**config.mk**
```make
export PLATFORM = sky130hd
export DESIGN_NAME = crtc_timing
export DESIGN_NICKNAME = d
export VERILOG_FILES = /design/src/rtl/crtc_pkg.sv /design/src/rtl/crtc_char_ctr.sv /design/src/rtl/crtc_axis_ctr.sv /design/src/rtl/crtc_sync_drive.sv /design/src/rtl/crtc_timing.sv
export SDC_FILE = /design/constraint.sdc
export NUM_CORES = 1
export LEC_CHECK = 0
export CORE_AREA = 5 5 99 101
export DETAILED_ROUTE_END_ITERATION = 10
export DIE_AREA = 0 0 104 106
export DONT_BUFFER_PORTS = 1
export SYNTH_ARGS = -nofsm -noshare
export SYNTH_HDL_FRONTEND = slang
export SYNTH_SLANG_ARGS = --single-unit
```
**constraint.sdc**
```tcl
create_clock -name clk -period 6.3 [get_ports clk]
set_input_delay 0.63 -clock clk [delete_from_list [all_inputs] [get_ports clk]]
set_output_delay 0.63 -clock clk [all_outputs]
set_load 0.1 [all_outputs]
```
**src/rtl/crtc_pkg.sv**
```systemverilog
package crtc_pkg;

    localparam int CRTC_H_W      = 9;
    localparam int CRTC_V_W      = 12;
    localparam int CRTC_CHAR_W   = 8;
    localparam int CRTC_RASTER_W = 11;
    localparam int CRTC_HBE_W    = 7;
    localparam int CRTC_HSE_W    = 5;
    localparam int CRTC_VBE_W    = 8;
    localparam int CRTC_VSE_W    = 4;

    localparam int CRTC_H_LAST_ADD = 4;
    localparam int CRTC_V_LAST_ADD = 1;

    typedef enum logic [0:0] {
        AXIS_H = 1'b0,
        AXIS_V = 1'b1
    } axis_e;

    typedef struct packed {
        logic blank;
        logic sync;
    } axis_flags_t;

    function automatic logic sync_level(input logic active,
                                        input logic off,
                                        input logic neg);
        return (active & ~off) ^ neg;
    endfunction

endpackage

```
**src/rtl/crtc_char_ctr.sv**
```systemverilog
module crtc_char_ctr #(
    parameter int CHAR_W = crtc_pkg::CRTC_CHAR_W
) (
    input  logic clk,
    input  logic rst,
    output logic char_en,
    output logic char_last
);
    generate
        if (CHAR_W > 1) begin : g_count
            localparam int PX_W = $clog2(CHAR_W);
            localparam logic [PX_W-1:0] PX_LAST = PX_W'(CHAR_W - 1);
            logic [PX_W-1:0] px_q;

            always_ff @(posedge clk) begin
                if (rst) begin
                    px_q <= '0;
                end else if (px_q == PX_LAST) begin
                    px_q <= '0;
                end else begin
                    px_q <= px_q + 1'b1;
                end
            end

            assign char_en   = (px_q == '0);
            assign char_last = (px_q == PX_LAST);
        end else begin : g_single
            assign char_en   = 1'b1;
            assign char_last = 1'b1;
        end
    endgenerate
endmodule

```
**src/rtl/crtc_axis_ctr.sv**
```systemverilog
module crtc_axis_ctr #(
    parameter int TOT_W    = crtc_pkg::CRTC_H_W,
    parameter int CNT_W    = TOT_W + 1,
    parameter int LAST_ADD = crtc_pkg::CRTC_H_LAST_ADD,
    parameter int BE_W     = crtc_pkg::CRTC_HBE_W,
    parameter int SE_W     = crtc_pkg::CRTC_HSE_W
) (
    input  logic                       clk,
    input  logic                       rst,
    input  logic                       step,
    input  logic [TOT_W-1:0]           total,
    input  logic [TOT_W-1:0]           blank_start,
    input  logic [BE_W-1:0]            blank_end,
    input  logic [TOT_W-1:0]           sync_start,
    input  logic [SE_W-1:0]            sync_end,
    output logic [CNT_W-1:0]           count,
    output logic                       wrap,
    output crtc_pkg::axis_flags_t      flags
);
    logic [CNT_W-1:0] cnt_q;
    logic [CNT_W-1:0] last_val;
    logic [CNT_W-1:0] cnt_nxt;
    logic             at_last;
    logic             blank_q;
    logic             sync_q;
    logic             blank_end_hit;
    logic             blank_start_hit;
    logic             sync_end_hit;
    logic             sync_start_hit;

    assign last_val = CNT_W'(total) + CNT_W'(LAST_ADD);
    assign at_last  = (cnt_q == last_val);
    assign cnt_nxt  = at_last ? '0 : cnt_q + 1'b1;

    // Blank edges look at the element being left; sync edges at the one entered.
    assign blank_end_hit   = (cnt_q[BE_W-1:0] == blank_end);
    assign blank_start_hit = (cnt_q == CNT_W'(blank_start));
    assign sync_end_hit    = (cnt_nxt[SE_W-1:0] == sync_end);
    assign sync_start_hit  = (cnt_nxt == CNT_W'(sync_start));

    always_ff @(posedge clk) begin
        if (rst) begin
            cnt_q   <= '0;
            blank_q <= 1'b0;
            sync_q  <= 1'b0;
        end else if (step) begin
            cnt_q <= cnt_nxt;

            if (blank_q && blank_end_hit) begin
                blank_q <= 1'b0;
            end else if (blank_start_hit) begin
                blank_q <= 1'b1;
            end

            if (sync_q && sync_end_hit) begin
                sync_q <= 1'b0;
            end else if (sync_start_hit) begin
                sync_q <= 1'b1;
            end
        end
    end

    assign count       = cnt_q;
    assign wrap        = step & at_last;
    assign flags.blank = blank_q;
    assign flags.sync  = sync_q;
endmodule

```
**src/rtl/crtc_sync_drive.sv**
```systemverilog
module crtc_sync_drive #(
    parameter int N_CH = 2
) (
    input  logic [N_CH-1:0] active,
    input  logic [N_CH-1:0] off,
    input  logic [N_CH-1:0] neg,
    output logic [N_CH-1:0] level
);
    generate
        for (genvar ch = 0; ch < N_CH; ch++) begin : g_ch
            assign level[ch] = crtc_pkg::sync_level(active[ch], off[ch], neg[ch]);
        end
    endgenerate
endmodule

```
**src/rtl/crtc_timing.sv**
```systemverilog
module crtc_timing #(
    parameter int H_W      = crtc_pkg::CRTC_H_W,
    parameter int V_W      = crtc_pkg::CRTC_V_W,
    parameter int CHAR_W   = crtc_pkg::CRTC_CHAR_W,
    parameter int RASTER_W = crtc_pkg::CRTC_RASTER_W,
    parameter int HBE_W    = crtc_pkg::CRTC_HBE_W,
    parameter int HSE_W    = crtc_pkg::CRTC_HSE_W,
    parameter int VBE_W    = crtc_pkg::CRTC_VBE_W,
    parameter int VSE_W    = crtc_pkg::CRTC_VSE_W
) (
    input  logic                 clk,
    input  logic                 rst,
    input  logic [H_W-1:0]       h_total,
    input  logic [H_W-1:0]       h_blank_start,
    input  logic [HBE_W-1:0]     h_blank_end,
    input  logic [H_W-1:0]       h_sync_start,
    input  logic [HSE_W-1:0]     h_sync_end,
    input  logic [V_W-1:0]       v_total,
    input  logic [V_W-1:0]       v_blank_start,
    input  logic [VBE_W-1:0]     v_blank_end,
    input  logic [V_W-1:0]       v_sync_start,
    input  logic [VSE_W-1:0]     v_sync_end,
    input  logic                 hsync_neg,
    input  logic                 vsync_neg,
    input  logic                 hsync_off,
    input  logic                 vsync_off,
    input  logic                 screen_off,
    output logic                 hsync,
    output logic                 vsync,
    output logic                 blank,
    output logic [RASTER_W-1:0]  raster_line,
    output logic                 char_en
);
    import crtc_pkg::*;

    localparam int HC_W = H_W + 1;
    localparam int VC_W = V_W + 1;

    logic           char_last;
    logic [HC_W-1:0] h_count;
    logic           line_wrap;
    logic [VC_W-1:0] v_count;
    logic           frame_wrap_unused;
    axis_flags_t    h_flags;
    axis_flags_t    v_flags;
    logic [1:0]     sync_act;
    logic [1:0]     sync_off;
    logic [1:0]     sync_neg;
    logic [1:0]     sync_pin;
    logic           h_count_unused;

    crtc_char_ctr #(.CHAR_W(CHAR_W)) u_char (
        .clk       (clk),
        .rst       (rst),
        .char_en   (char_en),
        .char_last (char_last)
    );

    crtc_axis_ctr #(
        .TOT_W    (H_W),
        .CNT_W    (HC_W),
        .LAST_ADD (CRTC_H_LAST_ADD),
        .BE_W     (HBE_W),
        .SE_W     (HSE_W)
    ) u_h_axis (
        .clk         (clk),
        .rst         (rst),
        .step        (char_last),
        .total       (h_total),
        .blank_start (h_blank_start),
        .blank_end   (h_blank_end),
        .sync_start  (h_sync_start),
        .sync_end    (h_sync_end),
        .count       (h_count),
        .wrap        (line_wrap),
        .flags       (h_flags)
    );

    crtc_axis_ctr #(
        .TOT_W    (V_W),
        .CNT_W    (VC_W),
        .LAST_ADD (CRTC_V_LAST_ADD),
        .BE_W     (VBE_W),
        .SE_W     (VSE_W)
    ) u_v_axis (
        .clk         (clk),
        .rst         (rst),
        .step        (line_wrap),
        .total       (v_total),
        .blank_start (v_blank_start),
        .blank_end   (v_blank_end),
        .sync_start  (v_sync_start),
        .sync_end    (v_sync_end),
        .count       (v_count),
        .wrap        (frame_wrap_unused),
        .flags       (v_flags)
    );

    assign h_count_unused = ^h_count;

    assign sync_act[AXIS_H] = h_flags.sync;
    assign sync_act[AXIS_V] = v_flags.sync;
    assign sync_off[AXIS_H] = hsync_off;
    assign sync_off[AXIS_V] = vsync_off;
    assign sync_neg[AXIS_H] = hsync_neg;
    assign sync_neg[AXIS_V] = vsync_neg;

    crtc_sync_drive #(.N_CH(2)) u_sync (
        .active (sync_act),
        .off    (sync_off),
        .neg    (sync_neg),
        .level  (sync_pin)
    );

    assign hsync = sync_pin[AXIS_H];
    assign vsync = sync_pin[AXIS_V];
    assign blank = h_flags.blank | v_flags.blank | screen_off;

    generate
        if (VC_W > RASTER_W) begin : g_raster_trunc
            logic v_high_unused;
            assign v_high_unused = ^v_count[VC_W-1:RASTER_W];
            assign raster_line   = v_count[RASTER_W-1:0];
        end else begin : g_raster_ext
            assign raster_line = RASTER_W'(v_count);
        end
    endgenerate
endmodule

```
Word level (Yosys, flattened, before mapping). Index checks and enable logic that the tools add are counted.

Add/subtract/negate cells: 5. Equal/unequal tests: 11. Mux-type cells: 10. Bitwise operators: 9. Reductions and logical operators: 14.

Operators with widths (number): 13-bit by 12-bit equality test with 1-bit output (2); 10-bit by 9-bit equality test with 1-bit output (2); 12-bit by 1-bit adder with 13-bit output, second input constant (1); 13-bit by 1-bit adder with 13-bit output, second input constant (1); 13-bit equality test (1); 13-bit 2-to-1 mux (1); 10-bit by 1-bit adder with 10-bit output, second input constant (1); 9-bit by 3-bit adder with 10-bit output, second input constant (1); 10-bit equality test (1); 10-bit 2-to-1 mux (1); 8-bit equality test (1); 1-bit 2-to-1 mux (8); 2-bit AND reduction (4); 2-bit nonzero test (4); 7-bit equality test (1); 5-bit equality test (1); 4-bit equality test (1); 1-bit logical AND (4); 3-bit by 1-bit adder with 3-bit output, second input constant (1); 1-bit AND (3); 3-bit equality test, second input constant (1); 3-bit logical NOT (1); 1-bit NOT (2); 1-bit bitwise OR (2); 2 further kinds (3).

Bits in registers: 30. Input bits: 94. Output and inout port bits: 15.

Longest topological paths before layout.
Depth in word-level cells: 7. Depth in mapped cells: 11.

Hierarchy. A second synthesis with hierarchy kept.

Cells, all modules: 475. Area, all modules: 3597.2 um2.

Modules (own cells, without submodules): crtc_axis_ctr at u_v_axis (times used 1, cells an instance 269, area each 1964.4 um2, sequential area each 300.3 um2); crtc_axis_ctr at u_h_axis (times used 1, cells an instance 189, area each 1435.1 um2, sequential area each 240.2 um2); crtc_char_ctr (times used 1, cells an instance 12, area each 131.4 um2, sequential area each 60.1 um2); crtc_sync_drive (times used 1, cells an instance 4, area each 60.1 um2, sequential area each 0.0 um2); crtc_timing (times used 1, cells an instance 1, area each 6.3 um2, sequential area each 0.0 um2).

Least setup slack after synthesis. Ideal clock, no wire load.

Path kind: input to output. From: in hsync_off. To: out hsync. Arrival time: 2331 ps. Required time: 5670 ps. Path slack: 3339 ps. Cell stages on the path: 2. Cell sequence: nand2b_1 > xnor2_1.

Cells in the longest elaborated chain, start to end: 3.

RTL lines: start, declared (line crtc_timing.sv:25) `input logic hsync_off,`; 1-bit NOT (line crtc_pkg.sv:28) `return (active & ~off) ^ neg;`; 1-bit AND (line crtc_pkg.sv:28); 1-bit XOR (line crtc_pkg.sv:28); end, declared (line crtc_timing.sv:28) `output logic hsync,`.

No other way between the ends.

Worst setup path in the final report.
From: reg u_h_axis.cnt_q[7] (netlist: u_h_axis.count[7]). To: reg u_v_axis.cnt_q[5] (netlist: u_v_axis.count[5]).

Cells in the longest elaborated chain, start to end: 2.

RTL lines: start, declared (line crtc_axis_ctr.sv:20) `logic [CNT_W-1:0] cnt_q;`; start signal, assigned (line crtc_axis_ctr.sv:47) `cnt_q <= cnt_nxt;`; 10-bit equality test (line crtc_axis_ctr.sv:32) `assign at_last = (cnt_q == last_val);`; 1-bit AND (line crtc_axis_ctr.sv:64) `assign wrap = step & at_last;`; end signal, assigned (line crtc_axis_ctr.sv:47); end, declared (line crtc_axis_ctr.sv:20).

No other way between the ends. A chain may end at the register's enable or synchronous reset.

==> results_dict.tcl <==
set metrics [dict create \
    grt_max_degree 30 \
    core_area_sq_mm 0.008934 \
    port_buffers 0 \
    ant_nets 0 \
    drive_above_1_share 0.07333 \
    die_y_um 106 \
    path_class "reg2reg" \
    cts-root-buf "clkbuf_8" \
    grt.met1_usage 0.1981 \
    synth_edf_count 0 \
    post_cts_resized 0 \
    skew_ns 0.01061 \
    rows 35 \
    arrival_ns 3.36 \
    design.die.area_sq_mm 0.01102 \
    power_density_mw_per_mm2 122.2 \
    dr.pass1.iters 4 \
    min_path_type "in2reg" \
    hold_buffers 0 \
    cts_buffers 5 \
    fin_crit_ns 3.129 \
    crit_fanout 20 \
    slew_headroom 0.2861 \
    place_inst 553 \
    drc 0 \
    synthArstFlopShare 0 \
    antenna_found_initial 0 \
    grt_use_met3 0.05161 \
    cts_max_path_buffers 2 \
    vias 3394 \
    insertion_delay_ns 0.30 \
    fmax_mhz 319.6 \
    rsz0062_at_grt "false" \
    finalCritPeriodShare 0.4966 \
    synthDistinctLibCells 60 \
    via_per_inst 6.050 \
    area_growth_syn_to_layout_pct 3.110 \
    cp.required_ns 6.53 \
    setup_viol 0 \
    setup_ws_ns 3.171 \
    grt_pass1_wl_um 16630 \
    status "completed" \
    post-place-ws_ns 3.034 \
    gp_congestion 0.8257 \
    finalPower_mw 0.4308 \
    postCtsSetupBuffers 0 \
    slew_violations 0 \
    synth-main-ff-cell "dfxtp_1" \
    irDropWorstVdd_uv 58.32 \
    ys_ff_latch 30 \
    die_w_um 104 \
    h-tree-depth 2 \
    syn_nets 574 \
    setup-tns-final_ns 0 \
    syn-cell-area_sq_mm 0.003420 \
    instances_no_fill 561 \
    layout_common_cells "43 x xor2_1, 41 x xnor2_1, 35 x nor2_1, 33 x nand2_1, 33 x a21oi_1" \
    wl_per_cell_um 18.78 \
    synth_cells 473 \
    gr-usage-met2 0.3288 \
    cts_tree "built" \
    p_leak_nw 1.216 \
    path_clk_slew_ns 0.07 \
    io_pins 109 \
    drtIter0Drc 151 \
    synth_seq_area_share 0.1756 \
    wirelength_um 10540 \
    start_util 0.3828 \
    worst_slew_pin_slew_ns 1.066 \
    grt_util_all_layers 0.1820 \
    hold_viol_final 0 \
    ys_warn_count 0 \
    avgSynthCellArea_sq_um 7.229 \
    dp_hpwl_um 8133 \
    top_usage_layer "met2" \
    cts_sinks 30 \
    final_nets 550 \
    layout_commonest_cell "xor2_1" \
    antenna_cells 0 \
    drv_cap 0 \
    grt_pass1_vias 3308 \
    crit_path_end_kind "flop" \
    start_kind "flop" \
    grt_overflow_total 0 \
]
-- power breakdown --
group	leakage [nW]	switching [mW]	total, mW	internal [mW]
Clock	0.0482	0.0819	0.170	0.0882
Combinational	0.925	0.0388	0.0682	0.0294
Sequential	0.243	0.00128	0.193	0.191
-- sequential cells by signal, summed over array words and instances (netlist names) --
signal	cells
u_h_axis.sync_q	1
u_h_axis.blank_q	1
u_h_axis.count	10
u_v_axis.sync_q	1
u_char.g_count.px_q	3
u_v_axis.count	13
u_v_axis.blank_q	1
-- critical path, cell delays in order (launching register included) --
cell and delay [ns]:
dfxtp_1 0.52, xnor2_1 0.13, or3_1 0.32, a211oi_1 0.28
and3_1 0.46, nand2_1 0.48, nor2_1 0.53, nand4_1 0.15
a21oi_1 0.18
-- area by class of cell --
| type | count | area (sq um) |
|---|---|---|
| clock inverters | 1 | 5.005 |
| multi-input cells | 389 | 2561 |
| inverters | 11 | 41.29 |
| clock buffers | 7 | 86.33 |
| flip-flops and latches | 30 | 603.1 |
| fillers | 941 | 5408 |
| well taps | 111 | 138.9 |
| repair buffers | 12 | 90.09 |
-- metrics by stage --
step	util	cell area, sq um	hold WS [ns]
after floorplan	-	3420	0.4270
after global placement	0.3845	3435	0.4366
after detailed placement	0.3845	3435	0.4388
after CTS	0.3947	3526	0.3877
after global routing	0.3947	3526	0.3937
final	0.3947	3526	0.3931
-- final timing paths --
kind	start	to	slack, ns	cells past startpoint
min	rst	u_v_axis.count[4]$_SDFFE_PP0P_	0.39	1
max reg2reg	u_h_axis.count[7]$_SDFFE_PP0P_	u_v_axis.count[5]$_SDFFE_PP0P_	3.17	8
min reg2reg	u_char.g_count.px_q[0]$_SDFF_PP0_	u_char.g_count.px_q[0]$_SDFF_PP0_	0.45	1
max	u_h_axis.count[7]$_SDFFE_PP0P_	u_v_axis.count[5]$_SDFFE_PP0P_	3.17	8
-- cell families (layout without fill, tap and decap cells) --
group	count (synthesis)	in the layout	synth area share
xor+xnor	86	86	0.2203
fa+ha+maj	7	7	0.02561
simple gates	190	190	0.2997
buf+inv	54	31	0.08050
flops	30	30	0.1756
compound gates	103	103	0.1895
mux	3	3	0.008782
-- cell usage after synthesis (16+ instances only) --
library cell   n  share of area
xnor2_1       43           0.11
xor2_1        43           0.11
nor2_1        35          0.038
a21oi_1       33          0.048
nand2_1       33          0.036
dfxtp_1       30           0.18
o21ai_0       23          0.034
nand3_1       21          0.031
nor3_1        19          0.028
clkbuf_1      17          0.019
nand4_1       16          0.029
-- per-layer routing --
metal  vias to the layer above  routed length, um
li1                       1655                  -
met1                      1593               4149
met2                       122               5319
met3                        24                745
met4                         0                322
met5                         -                  0
Power figures use the tool's default switching activity.
